[config.mk]
export PLATFORM = sky130hd
export DESIGN_NAME = useq_core
export DESIGN_NICKNAME = d
export VERILOG_FILES = /design/src/rtl/useq_pkg.sv /design/src/rtl/useq_store.sv /design/src/rtl/useq_next.sv /design/src/rtl/useq_field_dec.sv /design/src/rtl/useq_core.sv
export SDC_FILE = /design/constraint.sdc
export NUM_CORES = 1
export LEC_CHECK = 0
export BUFFER_PORTS_ARGS = -buffer_cell sky130_fd_sc_hd__buf_2
export CORE_AREA = 2 2 371 373
export CTS_BUF_LIST = sky130_fd_sc_hd__clkbuf_8
export CTS_CLUSTER_SIZE = 20
export DETAILED_ROUTE_END_ITERATION = 10
export DIE_AREA = 0 0 373 375
export GPL_TIMING_DRIVEN = 0
export SYNTH_ARGS = -nofsm -noshare
export SYNTH_HDL_FRONTEND = slang
export SYNTH_SLANG_ARGS = --single-unit
export TNS_END_PERCENT = 100
[constraint.sdc]
create_clock -name clk -period 7.3 [get_ports clk]
set_clock_uncertainty 0.1 [all_clocks]
set_input_delay 0.365 -clock clk [delete_from_list [all_inputs] [get_ports clk]]
set_output_delay 0.365 -clock clk [all_outputs]
set_load 0.05 [all_outputs]
[src/rtl/useq_pkg.sv]
package useq_pkg;
  // How the next microprogram address is formed
  typedef enum logic [1:0] {
    NA_STEP = 2'd0,
    NA_JUMP = 2'd1,
    NA_HOLD = 2'd2
  } na_kind_e;
endpackage

[src/rtl/useq_store.sv]
module useq_store #(
  parameter int ADDR_W = 6,
  parameter int WORD_W = 19
) (
  input  logic              clk,
  input  logic              we,
  input  logic [ADDR_W-1:0] waddr,
  input  logic [WORD_W-1:0] wdata,
  input  logic [ADDR_W-1:0] raddr,
  output logic [WORD_W-1:0] rdata
);
  localparam int DEPTH = 2 ** ADDR_W;

  logic [WORD_W-1:0] mem [DEPTH];

  always_ff @(posedge clk) begin
    if (we) mem[waddr] <= wdata;
  end

  assign rdata = mem[raddr];
endmodule

[src/rtl/useq_next.sv]
module useq_next
  import useq_pkg::*;
#(
  parameter int ADDR_W = 6,
  parameter int SEL_W  = 3
) (
  input  logic                  clk,
  input  logic                  rst,
  input  logic                  hold,
  input  logic                  is_branch,
  input  logic [SEL_W-1:0]      sel,
  input  logic [ADDR_W-1:0]     target,
  input  logic [2**SEL_W-2:0]   status,
  output logic [ADDR_W-1:0]     pc_o
);
  localparam int NCOND = 2 ** SEL_W;

  logic [NCOND-1:0]  cond_vec;
  logic              cond_true;
  na_kind_e          kind;
  logic [ADDR_W-1:0] pc_q;

  // entry 0 is the always-true condition
  assign cond_vec  = {status, 1'b1};
  assign cond_true = cond_vec[sel];

  always_comb begin
    if (hold)                         kind = NA_HOLD;
    else if (is_branch && cond_true)  kind = NA_JUMP;
    else                              kind = NA_STEP;
  end

  always_ff @(posedge clk) begin
    if (rst) begin
      pc_q <= '0;
    end else begin
      unique case (kind)
        NA_HOLD: pc_q <= pc_q;
        NA_JUMP: pc_q <= target;
        default: pc_q <= pc_q + 1'b1;
      endcase
    end
  end

  assign pc_o = pc_q;

  AST_RESET_HOME: assert property (@(posedge clk) rst |=> pc_q == '0);
  AST_STEP_ON: assert property (@(posedge clk) disable iff (rst)
    (!hold && !is_branch) |=> pc_q == $past(pc_q) + 1'b1);
  AST_FALL_THROUGH: assert property (@(posedge clk) disable iff (rst)
    (!hold && is_branch && !cond_vec[sel]) |=> pc_q == $past(pc_q) + 1'b1);
  AST_TAKE_TARGET: assert property (@(posedge clk) disable iff (rst)
    (!hold && is_branch && cond_vec[sel]) |=> pc_q == $past(target));
  AST_WRAP_ZERO: assert property (@(posedge clk) disable iff (rst)
    (!hold && !is_branch && pc_q == '1) |=> pc_q == '0);
  AST_HOLD_STILL: assert property (@(posedge clk) disable iff (rst)
    hold |=> $stable(pc_q));
endmodule

[src/rtl/useq_field_dec.sv]
module useq_field_dec #(
  parameter int CODE_W = 3
) (
  input  logic                 en,
  input  logic [CODE_W-1:0]    code,
  output logic [2**CODE_W-2:0] lines
);
  localparam int NLINES = 2 ** CODE_W - 1;

  always_comb begin
    for (int i = 0; i < NLINES; i++) begin
      lines[i] = en && (code == CODE_W'(i + 1));
    end
  end

  always_comb begin
    AST_GROUP_EXCL: assert ($onehot0(lines));
    if (en && code != '0) begin
      AST_CODE_FIRES: assert ($countones(lines) == 1);
    end else begin
      AST_CODE_IDLE: assert (lines == '0);
    end
  end
endmodule

[src/rtl/useq_core.sv]
module useq_core #(
  parameter int ADDR_W = 6,
  parameter int SEL_W  = 3,
  parameter int CODE_W = 3,
  parameter int N_SUB  = 3,
  localparam int NLINES = 2 ** CODE_W - 1,
  localparam int STAT_W = 2 ** SEL_W - 1,
  localparam int CTRL_W = N_SUB * NLINES,
  localparam int WORD_W = 1 + SEL_W + ADDR_W + N_SUB * CODE_W
) (
  input  logic              clk,
  input  logic              rst,
  input  logic              ld_en,
  input  logic [ADDR_W-1:0] ld_addr,
  input  logic [WORD_W-1:0] ld_word,
  input  logic [STAT_W-1:0] status_i,
  output logic [ADDR_W-1:0] upc_o,
  output logic [CTRL_W-1:0] ctrl_o
);
  // word layout, low to high: codes, target, select, branch flag
  localparam int TGT_LO = N_SUB * CODE_W;
  localparam int SEL_LO = TGT_LO + ADDR_W;
  localparam int BR_BIT = SEL_LO + SEL_W;

  logic [ADDR_W-1:0] pc;
  logic [WORD_W-1:0] word;

  useq_store #(.ADDR_W(ADDR_W), .WORD_W(WORD_W)) u_store (
    .clk   (clk),
    .we    (ld_en),
    .waddr (ld_addr),
    .wdata (ld_word),
    .raddr (pc),
    .rdata (word)
  );

  useq_next #(.ADDR_W(ADDR_W), .SEL_W(SEL_W)) u_next (
    .clk       (clk),
    .rst       (rst),
    .hold      (ld_en),
    .is_branch (word[BR_BIT]),
    .sel       (word[SEL_LO +: SEL_W]),
    .target    (word[TGT_LO +: ADDR_W]),
    .status    (status_i),
    .pc_o      (pc)
  );

  for (genvar g = 0; g < N_SUB; g++) begin : g_dec
    useq_field_dec #(.CODE_W(CODE_W)) u_dec (
      .en    (!ld_en),
      .code  (word[g*CODE_W +: CODE_W]),
      .lines (ctrl_o[g*NLINES +: NLINES])
    );
  end

  assign upc_o = pc;

  AST_QUIET_LOAD: assert property (@(posedge clk) disable iff (rst)
    ld_en |-> ctrl_o == '0);
endmodule

# Word-level counts from Yosys, hierarchy flattened
# Memories as Yosys holds them, arrays and structs flattened. A register that Yosys moved wholly into a read port is not among the register bits.
# Cells that the tools add are included.
# W data, S select, Z words.
# word_totals
ff_bits	6
mem_bits_rw	1216
inputBits	35
out_inout_bits	27
elab_cells	59
n_memories	1
# memory_table
memory	depth	word_bits	rd	rd_ports_with_merged_regs	write_ports	line	source
u_store.mem	64	19	1	1	1	useq_store.sv:14	logic [WORD_W-1:0] mem [DEPTH];
# op_classes
addsub	1
n_lt_le_gt_ge	1
n_eq_ne	23
mux	9
reduce_logical	23
# ops
cell	count
$eq A3 B3 Y1 const B	12
$logic_and A1 B1 Y1	22
$eq A3 B2 Y1 const B	6
$mux W6	2
$pmux W6 S2	1
$eq A3 B1 Y1 const B	3
$add A6 B1 Y6 const B	1
$lt A3 B4 Y1 const B	1
$mux W1	4
$bmux W1 S3	1
$eq A2 B1 Y1 const B	1
$eq A2 B2 Y1 const B	1
$mux W2	1
$logic_not A1 Y1	1

# Longest topological paths before layout
# Gate-level depths: netlist of run 1.
# depth
word_depth	9
mapped_depth	15

# By module
# Synthesis of run 1 repeated with hierarchy kept, for this count alone.
# hier_totals
cells_unflattened	2163
area_unflattened_um2	47377.9
# by_module_without_submodules
module	n_inst	cells_per_inst	area_each_um2	seq_area_each_um2
useq_store	1	2094	46733.6	36515.0
useq_next	1	47	396.6	120.1
useq_field_dec	3	7	81.3	0.0
useq_core	1	1	3.8	0.0

# Worst setup path after synthesis of run 1
# OpenSTA, ideal clock, no wires.
# synth_timing
kind	register to output
start	register (tool-made name)
end	output port ctrl_o[10]
arrival_ps	3925
required_ps	6835
slack_ps	2910
path_stages_with_launch	11
cell_sequence	dfxtp_1 > buf_2 > buf_4 > buf_4 > buf_4 > buf_2 > buf_1 > mux4_2 > mux4_2 > mux4_2 > nor3_1
# synth_lines
item	line	source
end, declared	useq_core.sv:18	output logic [CTRL_W-1:0] ctrl_o

==> impl_metrics.toml, run 1 <==
[power]
power_density_nw_per_um2 = 311
switchingPower_mw = 4.88
max-vdd-ir-drop_mv = 0.184
p_int_mw = 12.4
p_leak_nw = 17.0
p_clk_share_pct = 31.6
p_comb_share_pct = 23.0
swShare_pct = 28.2
seqPwrFrac_pct = 45.4

[status]
status = "complete, no violations"

[clocking]
numCtsBuffers = 189
clk_latency_ns = 0.87
clk_pin_slew_worst_paths_ns = 0.06
post_cts_buffers = 0
cts_hold_buf = 1
cts_tree = "yes"
ctsResizeCount = 0
htreeDepth = 4
root_buffer = "clkbuf_8"
cts_sinks = 1228
cts.path.max_buffers = 3

[grt]
antenna_found_initial = 7
met3_usage_pct = 4.95
top_usage_layer = "met2"
grtUsageTotal_pct = 19.0
overflow = 0
grt_pass1_vias = 23800
grt_util_met2_pct = 31.4
grt_max_degree = 65
grt_pass1_wl_um = 184000
grtUsageMet1_pct = 23.9

[floorplanning]
rows = 136
die_x_um = 373
initial_core_util_pct = 34.8
dieArea_um2 = 140000
core_area_um2 = 136000
die_h_um = 375
boundaryPins = 62

[synth]
netlist_area_um2 = 47400
syn_avg_cell_area_um2 = 24.0
syn_inst = 1976
async_reset_ff_share_pct = 0
netlist.area_leader.share_pct = 77.1
syn-num-nets = 2012
seq_area_frac_synth_pct = 77.6
synthTopCellsByArea = "edfxtp_1, mux4_2, mux2i_1"
synth-main-ff-cell = "edfxtp_1"
ys.warnings.count = 0
synth_edf_count = 1216
yosysTopAreaCell = "edfxtp_1"
yosysUniqueCellTypes = 54
ys_seq_elements = 1228

[job]
max-cap-violations = 0

[place]
dp_hpwl_um = 86800
gp_congestion = 0.810
dpl.cell_count = 3898
io_buffer_count = 59

[timing]
setup_viol = 0
finalCritPeriodShare_pct = 86.0
maxSlewHeadroom_pct = 14.3
drv_slew = 0
clock.fmax_ghz = 0.159
rsz0062_at_grt = "false"
tns_ns = 0
hold_viol = 0
min_period_ns = 6.28
worstMarginPinSlew_ns = 1.29

[finish]
n_fill_cell = 11700
final_common_cell = "edfxtp_1"
instances_no_fill = 4250
area_delta_synth_final_pct = 17.4
layout_common_cells = "edfxtp_1, mux4_2, clkbuf_8"
nets = 2332
drive_gt1_share_pct = 35.9

[worst_setup_path]
path_class = "register to output port"
reg2reg_slack_ns = 2.47
worstPathRequired_ns = 6.84
rr_worst_depth = 9
crit_path_start_kind = "register"
crit_arrival_ns = 5.81
endpoint_kind = "output port"
critical_path_peak_fanout = 10

[route]
ant_nets = 0
vias = 23600
drt-total-wl_um = 134000
drt_iter0_markers = 3319
route.detailed.drc = 0
viasPerCell = 5.55
wl_per_cell_um = 31.5
dr.pass1.iters = 5

[min_path]
holdPathEnd = "u_next.pc_o[0]$_SDFFE_PP0P_"
min_from = "ld_en"
whs_path_depth = 3
hold_path.class = "primary input to register"
## layer usage
metal	up-vias	wire length, um
met2	1328	66100
met1	12800	50100
met5	-	18
met3	294	12500
li1	9220	-
met4	4	5040
## layout make-up
type                    count  area, um^2  share of cell area (%)
diodes                      7        17.5                  0.0315
clock inverters           142         807                    1.45
inverters                   5        18.8                  0.0337
multi-input cells         642       10500                    18.9
flip-flops and latches   1228       36800                    66.1
clock buffers             202        2780                    5.00
well taps                1794        2240                    4.03
repair buffers            129        1930                    3.48
plain buffers             101         561                    1.01
## Yosys cell counts, types with 2 or more instances
library cell / count
a2111oi_0: 5
a21oi_1: 3
a22o_1: 2
a22oi_1: 6
a31oi_1: 12
buf_1: 10
buf_2: 35
buf_4: 11
buf_6: 9
clkbuf_1: 34
dfxtp_1: 12
edfxtp_1: 1216
inv_1: 4
mux2_2: 2
mux2i_1: 36
mux4_2: 373
nand2_1: 17
nand2b_1: 15
nand3_1: 13
nand3b_1: 3
nand4_1: 4
nor2_1: 93
nor2b_1: 11
nor3_1: 9
nor4_1: 2
o211ai_1: 3
o21ai_0: 4
or2_1: 4
or2_2: 2
or4_4: 2
## state kept, by name, indices dropped and copies added (netlist names), named ones only
| register | cells |
|---|---|
| u_store.mem | 1216 |
| u_next.pc_o | 6 |
## worst max-delay path: stages (launching register included)
cell      delay [ns]
dfxtp_1         0.30
buf_2           0.34
buf_2           0.35
buf_2           0.44
buf_1           0.99
clkbuf_1        0.84
mux4_2          0.46
mux4_2          0.61
nand2b_1        0.22
nor2_1          0.11
buf_2           0.27
## stage by stage
step | hold WS (ns) | worst slack [ns] | utilization [%] | total power [mW] | instance area (um^2)
after global placement | 0.446 | 0.992 | 36.6 | 11.9 | 49900
final | 0.109 | 1.02 | 40.8 | 17.3 | 55600
after CTS | 0.0670 | 0.882 | 40.8 | 17.4 | 55600
after floorplan | 0.357 | 2.91 | - | 10.7 | 47400
after global routing | 0.144 | 0.838 | 40.8 | 17.9 | 55600
after detailed placement | 0.478 | 1.82 | 38.2 | 12.0 | 52000
## how the worst max path moves through the flow
stage | cells past startpoint | start | slack (ns) | endpoint
2_1_floorplan | 10 | register | 2.91 | ctrl_o[10]
3_5_place_dp | 10 | register | 1.82 | ctrl_o[8]
5_1_grt | 10 | register | 0.84 | ctrl_o[19]
6_report | 10 | register | 1.02 | ctrl_o[7]
3_3_place_gp | 4 | ld_en | 0.99 | u_store.mem[44][2]$_DFFE_PP_
4_1_cts | 10 | register | 0.88 | ctrl_o[8]
## power by group through the flow
stage	clock network [mW]	registers, mW	logic [mW]
final	5.47	7.86	3.98
after global routing	5.86	7.86	4.16
after global placement	0	8.00	3.93
after detailed placement	0	8.01	4.01
after CTS	5.56	7.86	4.02
after floorplan	0	8.02	2.70
## cells by family (layout without fill, tap and decap cells)
kind of cell	after synthesis	count (layout)	synth area share, %
flip-flops	1228	1228	77.6
multiplexers	412	412	18.6
AND/OR/NAND/NOR	183	183	1.85
buffers and inverters	106	579	1.22
AO/OA/AOI/OAI	46	46	0.760
adder cells (fa/ha/maj)	1	1	0.0264
other	0	7	0
No activity file was read; power rests on OpenSTA's default activity.
==> run 2, diff against run 1 <==
--- a/config.mk
+++ b/config.mk
@@ -6,12 +6,14 @@
 export NUM_CORES = 1
 export LEC_CHECK = 0
 export BUFFER_PORTS_ARGS = -buffer_cell sky130_fd_sc_hd__buf_2
-export CORE_AREA = 2 2 371 373
+export CORE_AREA = 2 2 297 299
 export CTS_BUF_LIST = sky130_fd_sc_hd__clkbuf_8
 export CTS_CLUSTER_SIZE = 20
 export DETAILED_ROUTE_END_ITERATION = 10
-export DIE_AREA = 0 0 373 375
+export DIE_AREA = 0 0 299 301
 export GPL_TIMING_DRIVEN = 0
+export MAX_ROUTING_LAYER = met4
+export PLACE_DENSITY = 0.71
 export SYNTH_ARGS = -nofsm -noshare
 export SYNTH_HDL_FRONTEND = slang
 export SYNTH_SLANG_ARGS = --single-unit
==> run 2 against run 1 <==
Compared with the run above:
- via count rose by 1.4%
- utilization is 22 points higher
- sequential power hardly changed
- hold slack gained 0.0061 ns
- non-clock buffer count fell by 5
- clock power down 5.5%
- combinational power decreased by 1%
- largest power group unchanged
==> impl_metrics.toml, run 2 (same netlist as run 1, synthesis figures left out) <==
[status]
status = "complete, no violations"

[floorplanning]
dieArea_um2 = 90000
die_x_um = 299
rows = 108
initial_core_util_pct = 54.8
core_area_um2 = 86500
die_h_um = 301
boundaryPins = 62

[timing]
tns_ns = 0
rsz0062_at_grt = "false"
final.setup.worst_slack_ns = 1.23
drv_slew = 0
hold_ws_ns = 0.115
worstMarginPinSlew_ns = 1.31
finalCritPeriodShare_pct = 83.2
maxSlewHeadroom_pct = 12.5
hold_viol = 0
clock.fmax_ghz = 0.165
min_period_ns = 6.07
setup_viol = 0

[worst_setup_path]
path_delay_family = "buffers and inverters"
worst_path_most_repeated_cell = "buf_2"
worstPathRequired_ns = 6.84
crit_path_cell_trace = "buf_2 -> buf_2 -> buf_2 -> buf_1 -> clkbuf_1 -> mux4_2 -> mux4_2 -> nand2b_1 -> nor2_1 -> buf_2"
critical_path_peak_fanout = 10
rr_worst_depth = 9
cp_slowest_cell = "buf_1"
crit_arrival_ns = 5.61
slowest_delay_ns = 0.85
cp.depth = 10
path_class = "register to output port"
reg2reg_slack_ns = 2.52
crit_path_start_kind = "register"
endpoint_kind = "output port"
critPathBufInv = 6

[grt]
overflow = 0
grt_pass1_wl_um = 179000
grtUsageTotal_pct = 30.1
grt_util_met2_pct = 46.2
top_usage_layer = "met2"
antenna_found_initial = 8
met3_usage_pct = 6.66
grt_pass1_vias = 23900
grtUsageMet1_pct = 39.8
grt_max_degree = 65

[min_path]
whs_path_depth = 1
holdPathEnd = "u_store.mem[17][17]$_DFFE_PP_"
hold_path.class = "primary input to register"
min_from = "ld_word[17]"

[clocking]
clk_pin_slew_worst_paths_ns = 0.06
root_buffer = "clkbuf_8"
cts.path.max_buffers = 3
numCtsBuffers = 183
ctsResizeCount = 0
htreeDepth = 4
cts_tree = "yes"
clk_latency_ns = 0.88
cts_sinks = 1228

[route]
drt-total-wl_um = 128000
dr.pass1.iters = 5
vias = 23900
drt_iter0_markers = 4092
route.detailed.drc = 0
viasPerCell = 6.68
ant_nets = 0
wl_per_cell_um = 35.9

[place]
placed_area_um2 = 51100
dp_hpwl_um = 82100
io_buffer_count = 59
dp_slack_ns = 1.78
dpl.cell_count = 3254
gp_congestion = 0.831

[power]
max-vdd-ir-drop_mv = 0.225
power_density_nw_per_um2 = 312
p_leak_nw = 16.8
total_power_mw = 17.0

[finish]
final_area_um2 = 54500
largest_reg_flops = 1216
instances_no_fill = 3580
drive_gt1_share_pct = 35.3
final_common_cell = "edfxtp_1"
layout_common_cells = "edfxtp_1, mux4_2, clkbuf_8"
top_register = "u_store.mem"
fin_util_pct = 63.0
area_delta_synth_final_pct = 14.9
nets = 2321

[job]
max-cap-violations = 0
-- run 2: cell count changes in the layout (fill, tap and decap cells not counted), sizes merged --
| cell | before | now |
|---|---|---|
| inv | 65 | 64 |
| clkbuf | 236 | 218 |
| clkinv | 72 | 65 |
| bufinv | 7 | 5 |
| clkinvlp | 3 | 2 |
| diode | 7 | 11 |
| buf | 195 | 189 |
-- run 2: timing repair --
item,4_1_cts,5_1_grt
buffers inserted,0,0
endpoints found under the hold margin,11,0
hold buffers,1,0
-- run 2: how the worst max path moves through the flow --
stage                     startpoint                           end  slack (ns)
after floorplan             register                    ctrl_o[10]        2.91
after global placement         ld_en  u_store.mem[44][2]$_DFFE_PP_        0.21
after CTS                   register                     ctrl_o[2]        0.88
after global routing        register                     ctrl_o[0]        1.01
final                       register                     ctrl_o[8]        1.23
after detailed placement    register                     ctrl_o[2]        1.78
-- run 2: layout make-up --
| class | count | area, um^2 |
|---|---|---|
| Sequential cell | 1228 | 36800 |
| Fill cell | 5590 | 32000 |
| Multi-Input combinational cell | 642 | 10500 |
| Clock buffer | 183 | 2520 |
| Timing Repair Buffer | 124 | 1790 |
| Tap cell | 1155 | 1450 |
| Clock inverter | 131 | 806 |
| Buffer | 101 | 562 |
| Antenna cell | 11 | 27.5 |
| Inverter | 5 | 18.8 |
-- run 2: power by group --
group | switching (mW) | total [mW] | leakage [nW] | internal [mW]
combinational | 2.15 | 3.94 | 3.90 | 1.80
sequential | 0.0336 | 7.85 | 11.0 | 7.82
clock | 2.63 | 5.17 | 1.88 | 2.54
total | 4.81 | 17.0 | 16.8 | 12.2
-- run 2: per-layer routing --
layer  part of all wire (%)  vias to the layer above  wire length [um]
met5                      0                        -                 0
met3                     12                      305             15100
li1                       -                     9164                 -
met2                     49                     1869             62400
met1                     36                    12600             45600
met4                    4.1                        0              5250
-- run 2: worst reg2reg max path: cells and delay by family (launching register included) --
| kind | cells | cell delay (ns) |
|---|---|---|
| mux | 2 | 0.98 |
| buf+inv | 5 | 2.84 |
| flops | 1 | 0.30 |
| compound gates | 2 | 0.43 |
